===== src/rtl/qram_pkg.sv =====
`timescale 1ns/1ps
package qram_pkg;

  typedef enum logic [2:0] {
    ST_IDLE, ST_ALIGN, ST_CMD, ST_ADDR, ST_DUMMY, ST_DATA, ST_HOLD, ST_TAIL
  } qram_state_t;

  // serial clock periods needed to move a field on one or four lines
  function automatic int lane_units(int bits, logic quad);
    return quad ? (bits / 4) : bits;
  endfunction

  // stored dummy value is minus-one encoded
  function automatic int dummy_slots(int field, int extra);
    return field + 1 + extra;
  endfunction

endpackage


===== src/rtl/qram_slot_clock.sv =====
`timescale 1ns/1ps
module qram_slot_clock (
  input  logic clk,
  input  logic rst_n,
  input  logic run,
  input  logic free_run,
  output logic slot_end,
  output logic sclk
);
  logic half;

  always_ff @(posedge clk or negedge rst_n) begin
    if (!rst_n) half <= 1'b0;
    else        half <= ~half;
  end

  // second half of each serial period ends the slot
  assign slot_end = half;
  assign sclk     = half & (run | free_run);

endmodule


===== src/rtl/qram_shifter.sv =====
`timescale 1ns/1ps
module qram_shifter #(
  parameter int CMD_W  = 8,
  parameter int ADDR_W = 24
) (
  input  logic              clk,
  input  logic              rst_n,
  input  logic              quad,
  input  logic              load_hdr,
  input  logic              load_byte,
  input  logic              shift_en,
  input  logic              cap_en,
  input  logic              byte_end,
  input  logic [CMD_W-1:0]  cmd,
  input  logic [ADDR_W-1:0] addr,
  input  logic [7:0]        wr_data,
  input  logic [3:0]        dq_i,
  output logic [3:0]        lane_out,
  output logic [7:0]        rd_data,
  output logic              rd_valid
);
  localparam int SH_W = CMD_W + ADDR_W;

  logic [SH_W-1:0] tx;
  logic [7:0]      rx, rx_next;

  always_ff @(posedge clk or negedge rst_n) begin
    if (!rst_n)         tx <= '0;
    else if (load_hdr)  tx <= {cmd, addr};
    else if (load_byte) tx <= {wr_data, {(SH_W-8){1'b0}}};
    else if (shift_en)  tx <= quad ? (tx << 4) : (tx << 1);
  end

  assign lane_out = quad ? tx[SH_W-1 -: 4] : {3'b000, tx[SH_W-1]};
  assign rx_next  = quad ? {rx[3:0], dq_i} : {rx[6:0], dq_i[1]};

  always_ff @(posedge clk or negedge rst_n) begin
    if (!rst_n) begin
      rx       <= '0;
      rd_data  <= '0;
      rd_valid <= 1'b0;
    end else begin
      rd_valid <= 1'b0;
      if (cap_en) rx <= rx_next;
      if (cap_en && byte_end) begin
        rd_data  <= rx_next;
        rd_valid <= 1'b1;
      end
    end
  end

  // a byte takes at least two serial periods, so valid never repeats
  a_r6_valid_single: assert property (@(posedge clk) disable iff (!rst_n)
    rd_valid |=> !rd_valid);

endmodule


===== src/rtl/qram_seq.sv =====
`timescale 1ns/1ps
module qram_seq
  import qram_pkg::*;
#(
  parameter int CMD_W       = 8,
  parameter int ADDR_W      = 24,
  parameter int LEN_W       = 8,
  parameter int XD_W        = 3,
  parameter int DUMMY_FIELD = 5,
  parameter int CNT_W       = 5
) (
  input  logic             clk,
  input  logic             rst_n,
  input  logic             slot_end,
  input  logic             req_valid,
  input  logic             req_read,
  input  logic             req_quad,
  input  logic             req_addr_en,
  input  logic [LEN_W-1:0] req_len,
  input  logic [XD_W-1:0]  extra_dummy,
  input  logic [1:0]       clk_mode,
  output qram_state_t      st,
  output logic             quad_q,
  output logic             rd_q,
  output logic             accept,
  output logic             load_byte,
  output logic             shift_en,
  output logic             cap_en,
  output logic             byte_end,
  output logic             busy,
  output logic             done
);
  logic [CNT_W-1:0] cnt, ncnt, post_cnt;
  logic [LEN_W-1:0] left, nleft;
  logic [XD_W-1:0]  xd_q;
  logic             aen_q, fin, load_c;
  qram_state_t      nst, data_st, post_st;
  logic [CNT_W-1:0] cmd_m1, addr_m1, byte_m1, dum_m1;

  assign cmd_m1  = CNT_W'(lane_units(CMD_W, quad_q) - 1);
  assign addr_m1 = CNT_W'(lane_units(ADDR_W, quad_q) - 1);
  assign byte_m1 = CNT_W'(lane_units(8, quad_q) - 1);
  assign dum_m1  = CNT_W'(dummy_slots(DUMMY_FIELD, int'(xd_q)) - 1);

  assign accept = req_valid && (st == ST_IDLE);
  assign busy   = (st != ST_IDLE);

  always_comb begin
    data_st  = (left != '0) ? ST_DATA : ST_HOLD;
    post_st  = (rd_q && aen_q) ? ST_DUMMY : data_st;
    post_cnt = (rd_q && aen_q) ? dum_m1 : byte_m1;
    nst      = st;
    ncnt     = cnt - 1'b1;
    nleft    = left;
    fin      = 1'b0;
    load_c   = 1'b0;
    case (st)
      ST_ALIGN: begin nst = ST_CMD; ncnt = cmd_m1; end
      ST_CMD: if (cnt == '0) begin
        if (aen_q) begin nst = ST_ADDR; ncnt = addr_m1; end
        else begin
          nst = post_st; ncnt = post_cnt;
          load_c = (post_st == ST_DATA) && !rd_q;
        end
      end
      ST_ADDR: if (cnt == '0) begin
        nst = post_st; ncnt = post_cnt;
        load_c = (post_st == ST_DATA) && !rd_q;
      end
      ST_DUMMY: if (cnt == '0) begin nst = data_st; ncnt = byte_m1; end
      ST_DATA: if (cnt == '0) begin
        if (left == LEN_W'(1)) begin nst = ST_HOLD; nleft = '0; end
        else begin
          nleft = left - 1'b1; ncnt = byte_m1; load_c = !rd_q;
        end
      end
      ST_HOLD: begin
        if (clk_mode == 2'd1 || clk_mode == 2'd2) begin
          nst  = ST_TAIL;
          ncnt = (clk_mode == 2'd2) ? CNT_W'(1) : '0;
        end else fin = 1'b1;
      end
      ST_TAIL: if (cnt == '0) fin = 1'b1;
      default: ;
    endcase
  end

  always_ff @(posedge clk or negedge rst_n) begin
    if (!rst_n) begin
      st     <= ST_IDLE;
      cnt    <= '0;
      left   <= '0;
      xd_q   <= '0;
      rd_q   <= 1'b0;
      quad_q <= 1'b0;
      aen_q  <= 1'b0;
      done   <= 1'b0;
    end else begin
      done <= 1'b0;
      if (accept) begin
        st     <= ST_ALIGN;
        rd_q   <= req_read;
        quad_q <= req_quad;
        aen_q  <= req_addr_en;
        left   <= req_len;
        xd_q   <= extra_dummy;
      end else if (slot_end && st != ST_IDLE) begin
        st   <= fin ? ST_IDLE : nst;
        cnt  <= ncnt;
        left <= nleft;
        done <= fin;
      end
    end
  end

  assign load_byte = slot_end && load_c;
  assign shift_en  = slot_end && (st == ST_CMD || st == ST_ADDR ||
                                  (st == ST_DATA && !rd_q));
  assign cap_en    = slot_end && (st == ST_DATA) && rd_q;
  assign byte_end  = cap_en && (cnt == '0);

  a_r11_busy_after_accept: assert property (@(posedge clk) disable iff (!rst_n)
    req_valid && !busy |=> busy);
  a_r11_done_at_release: assert property (@(posedge clk) disable iff (!rst_n)
    $fell(busy) |-> done);
  a_r11_done_idle: assert property (@(posedge clk) disable iff (!rst_n)
    done |-> !busy);

endmodule


===== src/rtl/quad_ram_engine.sv =====
`timescale 1ns/1ps
module quad_ram_engine
  import qram_pkg::*;
#(
  parameter int CMD_W       = 8,
  parameter int ADDR_W      = 24,
  parameter int LEN_W       = 8,
  parameter int XD_W        = 3,
  parameter int DUMMY_FIELD = 5
) (
  input  logic              clk,
  input  logic              rst_n,
  input  logic [1:0]        clk_mode,
  input  logic [XD_W-1:0]   extra_dummy,
  input  logic              req_valid,
  input  logic              req_read,
  input  logic              req_quad,
  input  logic              req_addr_en,
  input  logic [CMD_W-1:0]  req_cmd,
  input  logic [ADDR_W-1:0] req_addr,
  input  logic [LEN_W-1:0]  req_len,
  input  logic [7:0]        wr_data,
  output logic              wr_take,
  output logic [7:0]        rd_data,
  output logic              rd_valid,
  output logic              busy,
  output logic              done,
  output logic              cs_n,
  output logic              sclk,
  output logic [3:0]        dq_o,
  output logic [3:0]        dq_oe,
  input  logic [3:0]        dq_i
);
  localparam int DUM_MAX  = DUMMY_FIELD + (1 << XD_W);
  localparam int UNIT_MAX = (ADDR_W > DUM_MAX) ? ADDR_W : DUM_MAX;
  localparam int CNT_W    = $clog2(UNIT_MAX + 1);

  qram_state_t st;
  logic quad_q, rd_q, accept, load_byte, shift_en, cap_en, byte_end;
  logic slot_end, run, drive;
  logic [3:0] lane_out;

  qram_seq #(
    .CMD_W(CMD_W), .ADDR_W(ADDR_W), .LEN_W(LEN_W), .XD_W(XD_W),
    .DUMMY_FIELD(DUMMY_FIELD), .CNT_W(CNT_W)
  ) u_seq (
    .clk(clk), .rst_n(rst_n), .slot_end(slot_end),
    .req_valid(req_valid), .req_read(req_read), .req_quad(req_quad),
    .req_addr_en(req_addr_en), .req_len(req_len), .extra_dummy(extra_dummy),
    .clk_mode(clk_mode), .st(st), .quad_q(quad_q), .rd_q(rd_q),
    .accept(accept), .load_byte(load_byte), .shift_en(shift_en),
    .cap_en(cap_en), .byte_end(byte_end), .busy(busy), .done(done)
  );

  qram_shifter #(.CMD_W(CMD_W), .ADDR_W(ADDR_W)) u_shift (
    .clk(clk), .rst_n(rst_n), .quad(quad_q), .load_hdr(accept),
    .load_byte(load_byte), .shift_en(shift_en), .cap_en(cap_en),
    .byte_end(byte_end), .cmd(req_cmd), .addr(req_addr), .wr_data(wr_data),
    .dq_i(dq_i), .lane_out(lane_out), .rd_data(rd_data), .rd_valid(rd_valid)
  );

  assign run = (st inside {ST_CMD, ST_ADDR, ST_DUMMY, ST_DATA, ST_TAIL});

  qram_slot_clock u_clk (
    .clk(clk), .rst_n(rst_n), .run(run), .free_run(clk_mode == 2'd3),
    .slot_end(slot_end), .sclk(sclk)
  );

  assign cs_n    = !(st inside {ST_CMD, ST_ADDR, ST_DUMMY, ST_DATA, ST_HOLD});
  assign drive   = (st == ST_CMD) || (st == ST_ADDR) || (st == ST_DATA && !rd_q);
  assign dq_oe   = drive ? (quad_q ? 4'hF : 4'h1) : 4'h0;
  assign dq_o    = drive ? lane_out : 4'h0;
  assign wr_take = load_byte;

  a_r8_cs_moves_low: assert property (@(posedge clk) disable iff (!rst_n)
    !$stable(cs_n) |-> !sclk);
  a_r9_quiet_when_deselected: assert property (@(posedge clk) disable iff (!rst_n)
    cs_n && clk_mode == 2'd0 |-> !sclk);
  a_r10_free_toggle: assert property (@(posedge clk) disable iff (!rst_n)
    clk_mode == 2'd3 && $past(clk_mode) == 2'd3 |-> sclk != $past(sclk));
  a_r4_lines_released: assert property (@(posedge clk) disable iff (!rst_n)
    rd_valid |-> dq_oe == 4'h0);
  a_r5_take_in_frame: assert property (@(posedge clk) disable iff (!rst_n)
    wr_take |-> busy && !cs_n);

endmodule


===== config.mk =====
export PLATFORM = sky130hd
export DESIGN_NAME = quad_ram_engine
export DESIGN_NICKNAME = d
export VERILOG_FILES = /design/src/rtl/qram_pkg.sv /design/src/rtl/qram_slot_clock.sv /design/src/rtl/qram_shifter.sv /design/src/rtl/qram_seq.sv /design/src/rtl/quad_ram_engine.sv
export SDC_FILE = /design/constraint.sdc
export NUM_CORES = 1
export LEC_CHECK = 0
export BUFFER_PORTS_ARGS = -buffer_cell sky130_fd_sc_hd__buf_2
export CAP_MARGIN = 20
export CORE_ASPECT_RATIO = 1.2
export CORE_MARGIN = 5
export CORE_UTILIZATION = 40
export DETAILED_ROUTE_END_ITERATION = 8
export SETUP_SLACK_MARGIN = 0.4
export SLEW_MARGIN = 40
export SYNTH_ARGS = -nofsm -noshare
export SYNTH_HDL_FRONTEND = slang
export SYNTH_HIERARCHICAL = 1
export SYNTH_SLANG_ARGS = --single-unit

===== constraint.sdc =====
create_clock -name clk -period 3.4 [get_ports clk]
set_clock_uncertainty 0.05 [all_clocks]
set_input_delay 0.68 -clock clk [delete_from_list [all_inputs] [get_ports clk]]
set_output_delay 0.68 -clock clk [all_outputs]
set_load 0.05 [all_outputs]

==> flow_metrics.env <==
export IMPL_stdcell_count=723
export IMPL_ios=85
export IMPL_placed_cell_area_um2=4940
export IMPL_wl_met3_um=599
export IMPL_crit_type="flip-flop to primary output"
export IMPL_drc=0
export IMPL_wl_met1_um=5180
export IMPL_insertion_delay_ps=330
export IMPL_dp_cells=707
export IMPL_cts_buffers=9
export IMPL_worst_slack_ps=499
export IMPL_ys_flop_type="dfrtp_1"
export IMPL_yosys_warnings=6
export IMPL_drt_wl_total_um=11800
export IMPL_critPathMaxFanout=6
export IMPL_hold_viol_final=0
export IMPL_vias=4039
export IMPL_setup_viol=0
export IMPL_cts_tree="yes"
export IMPL_viasPerCell=5.59
export IMPL_outcome="complete, no violations"
export IMPL_cts_path_max_buffers=2
export IMPL_place_port_buffers=84
export IMPL_slew_headroom_pct=47.5
export IMPL_grt_usage_pct=17.9
export IMPL_synth_edf_count=0
export IMPL_min_period_ps=2900
export IMPL_synthDistinctLibCells=68
export IMPL_fillers=1063
export IMPL_synth_seq_cells=72
export IMPL_gp_congestion=0.854
export IMPL_die_y_um=126
export IMPL_start_kind="flip-flop"
export IMPL_first_pass_iters=4
export IMPL_rsz0062_at_grt="false"
export IMPL_finalMaxSlewViolations=0
export IMPL_final_area_um2=5290
export IMPL_ys_seq_area_share_pct=40.4
export IMPL_drive_above_1_share_pct=22.5
export IMPL_hpwl_um=8330
export IMPL_cts_sinks=72
export IMPL_dpl_worst_slack_ps=307
export IMPL_wl_per_cell_um=16.3
export IMPL_pwr_share_comb_pct=43.8
export IMPL_n_antenna_cell=0
export IMPL_p_switching_mw=1.87
export IMPL_die_area_um2=13400
export IMPL_wl_met2_um=5890
export IMPL_max_cap_violations=0
export IMPL_ant_nets=0
export IMPL_yosysTopAreaCell="dfrtp_1"
export IMPL_finalCritPeriodShare_pct=85.3
export IMPL_antenna_found_initial=0
export IMPL_post_cts_buffers=0
export IMPL_fin_nets=655
export IMPL_synthTopCellsByArea="dfrtp_1 40%, nand2_1 5.8%, o21ai_0 5.5%"
export IMPL_yosysTopAreaCellShare_pct=40.4
export IMPL_hold_path_class="input port to asynchronous set/reset pin"
export IMPL_area_growth_syn_to_layout_pct=18.6
export IMPL_clk_pin_slew_ps=60
export IMPL_die_w_um=106
export IMPL_arrival_ps=2170
export IMPL_leakagePower_nw=2.41
export IMPL_p_total_mw=4.55
export IMPL_end_kind="primary output"
export IMPL_rows=42
export IMPL_tightest_slew_ps=787
export IMPL_fin_setup_tns_ps=0
export IMPL_postSynth_asyncResetShare_pct=100
export IMPL_utilization_pct=48.1
export IMPL_power_frac_clock_pct=22.3
export IMPL_crit_required_ps=2670
export IMPL_core_um2=11000
export IMPL_seqPwrFrac_pct=33.9
export IMPL_grt_pass1_vias=4036
export IMPL_cts_htree_levels=3
export IMPL_grt_ovfl_total=0
export IMPL_top_layer="met4"
export IMPL_start_util_pct=40.6
export IMPL_root_buffer="clkbuf_16"
export IMPL_mappedNetlistNets=589
export IMPL_syn_inst=520
export IMPL_whs_ps=302
export IMPL_grt_pass1_wl_um=19700
export IMPL_swShare_pct=41.0
export IMPL_drt_iter0_drc=211
export IMPL_synthesis_area_um2=4460
export IMPL_p_int_mw=2.69
export IMPL_grt_max_degree=76
export IMPL_fmax_mhz=345
export IMPL_power_density_nw_per_um2=861
export IMPL_avgSynthCellArea_um2=8.57
export IMPL_ir_drop_v=0.000373
## path summary, 6_finish.rpt
check	startpoint	end	slack [ps]	cells past startpoint
setup / recovery	u_seq/cnt[0]$_DFFE_PN0P_	wr_take	500	5
hold / removal	rst_n	u_shift/tx[7]$_DFFE_PN0P_	300	1
setup reg to reg	u_seq/left[6]$_DFFE_PN0P_	u_shift/tx[29]$_DFFE_PN0P_	700	9
hold reg to reg	u_shift/rx[5]$_DFFE_PN0P_	u_shift/rx[5]$_DFFE_PN0P_	480	2
max in group asynchronous	rst_n	u_shift/rd_data[2]$_DFFE_PN0P_	2310	2
min in group clk	u_shift/rx[5]$_DFFE_PN0P_	u_shift/rx[5]$_DFFE_PN0P_	480	2
## timing repair
| item | in CTS | in global routing |
|---|---|---|
| hold buffers | 0 | 0 |
| setup endpoints to repair | 9 | 9 |
| gates resized for setup | 2 | 4 |
## logic make-up after synthesis
logic type	after synthesis	share of synthesized area (%)
DFF	72	40.4
xor gates and xnor gates	1	0.196
adders and majority gates	6	1.68
AOI/OAI and AO/OA	173	26.2
buffers and inverters	62	6.62
and+or+nand+nor	195	22.4
muxes	11	2.50
## sequential cells by signal, summed over array words and instances (netlist names), 3 cells and up
signal,flops
u_shift/rx,7
u_seq/left,8
u_seq/st,3
u_seq/cnt,5
u_shift/tx,32
u_shift/rd_data,8
u_seq/xd_q,3
## metal layers
layer,up-vias,GRT usage [%]
met2,95,30.1
met3,12,4.04
met4,0,4.95
li1,1984,-
met1,1948,23.2
met5,-,0
## synthesized netlist by cell type (3+ instances only)
cell type and n:
a211o_1 9, a211oi_1 23, a211oi_2 8, a21boi_1 4
a21oi_1 36, a22o_1 5, and2_1 8, and2b_1 4
and3_1 5, buf_2 13, buf_4 5, clkbuf_1 19
dfrtp_1 72, ha_1 6, inv_1 22, mux2i_1 10
nand2_1 69, nand2b_1 3, nand3_1 8, nand3b_1 4
nor2_1 33, nor2b_1 26, nor3_1 16, nor4_1 3
o211ai_1 4, o21a_1 3, o21ai_0 49, o21ai_1 4
o31ai_1 3
## power by group through the flow
| stage | sequential [mW] | clock [mW] | combinational (mW) |
|---|---|---|---|
| finish | 1.54 | 1.02 | 1.99 |
| global route | 1.59 | 1.08 | 2.22 |
| CTS | 1.53 | 1.03 | 1.99 |
| detailed placement | 1.54 | 0 | 1.98 |
| global placement | 1.53 | 0 | 1.94 |
| floorplan | 1.42 | 0 | 1.68 |
## cell usage in the layout, fill, tap and decap left out, types with 9 or more instances in the layout
master,n
nor2b_1,26
nor3_1,16
buf_2,83
mux2i_1,10
a211oi_1,23
inv_1,21
dfrtp_1,71
o21ai_0,49
a211o_1,9
nor2_1,33
nand2_1,69
buf_4,10
a21oi_1,36
clkbuf_16,9
## worst max-delay path, cell delays in order, from the launching register on
cell and delay [ps]:
dfrtp_1 420, inv_1 90, ha_1 230, or4b_4 560, nor4b_4 330, buf_6 210
## area by class of cell
type	count	area (µm²)	area share [%]
Multi-Input combinational cell	386	2400	45.4
Sequential cell	72	1800	34.1
Timing Repair Buffer	95	522	9.87
Clock buffer	13	250	4.73
Tap cell	132	165	3.12
Inverter	22	82.6	1.56
Clock inverter	3	65.1	1.23
No activity file was read; power rests on OpenSTA's default activity.
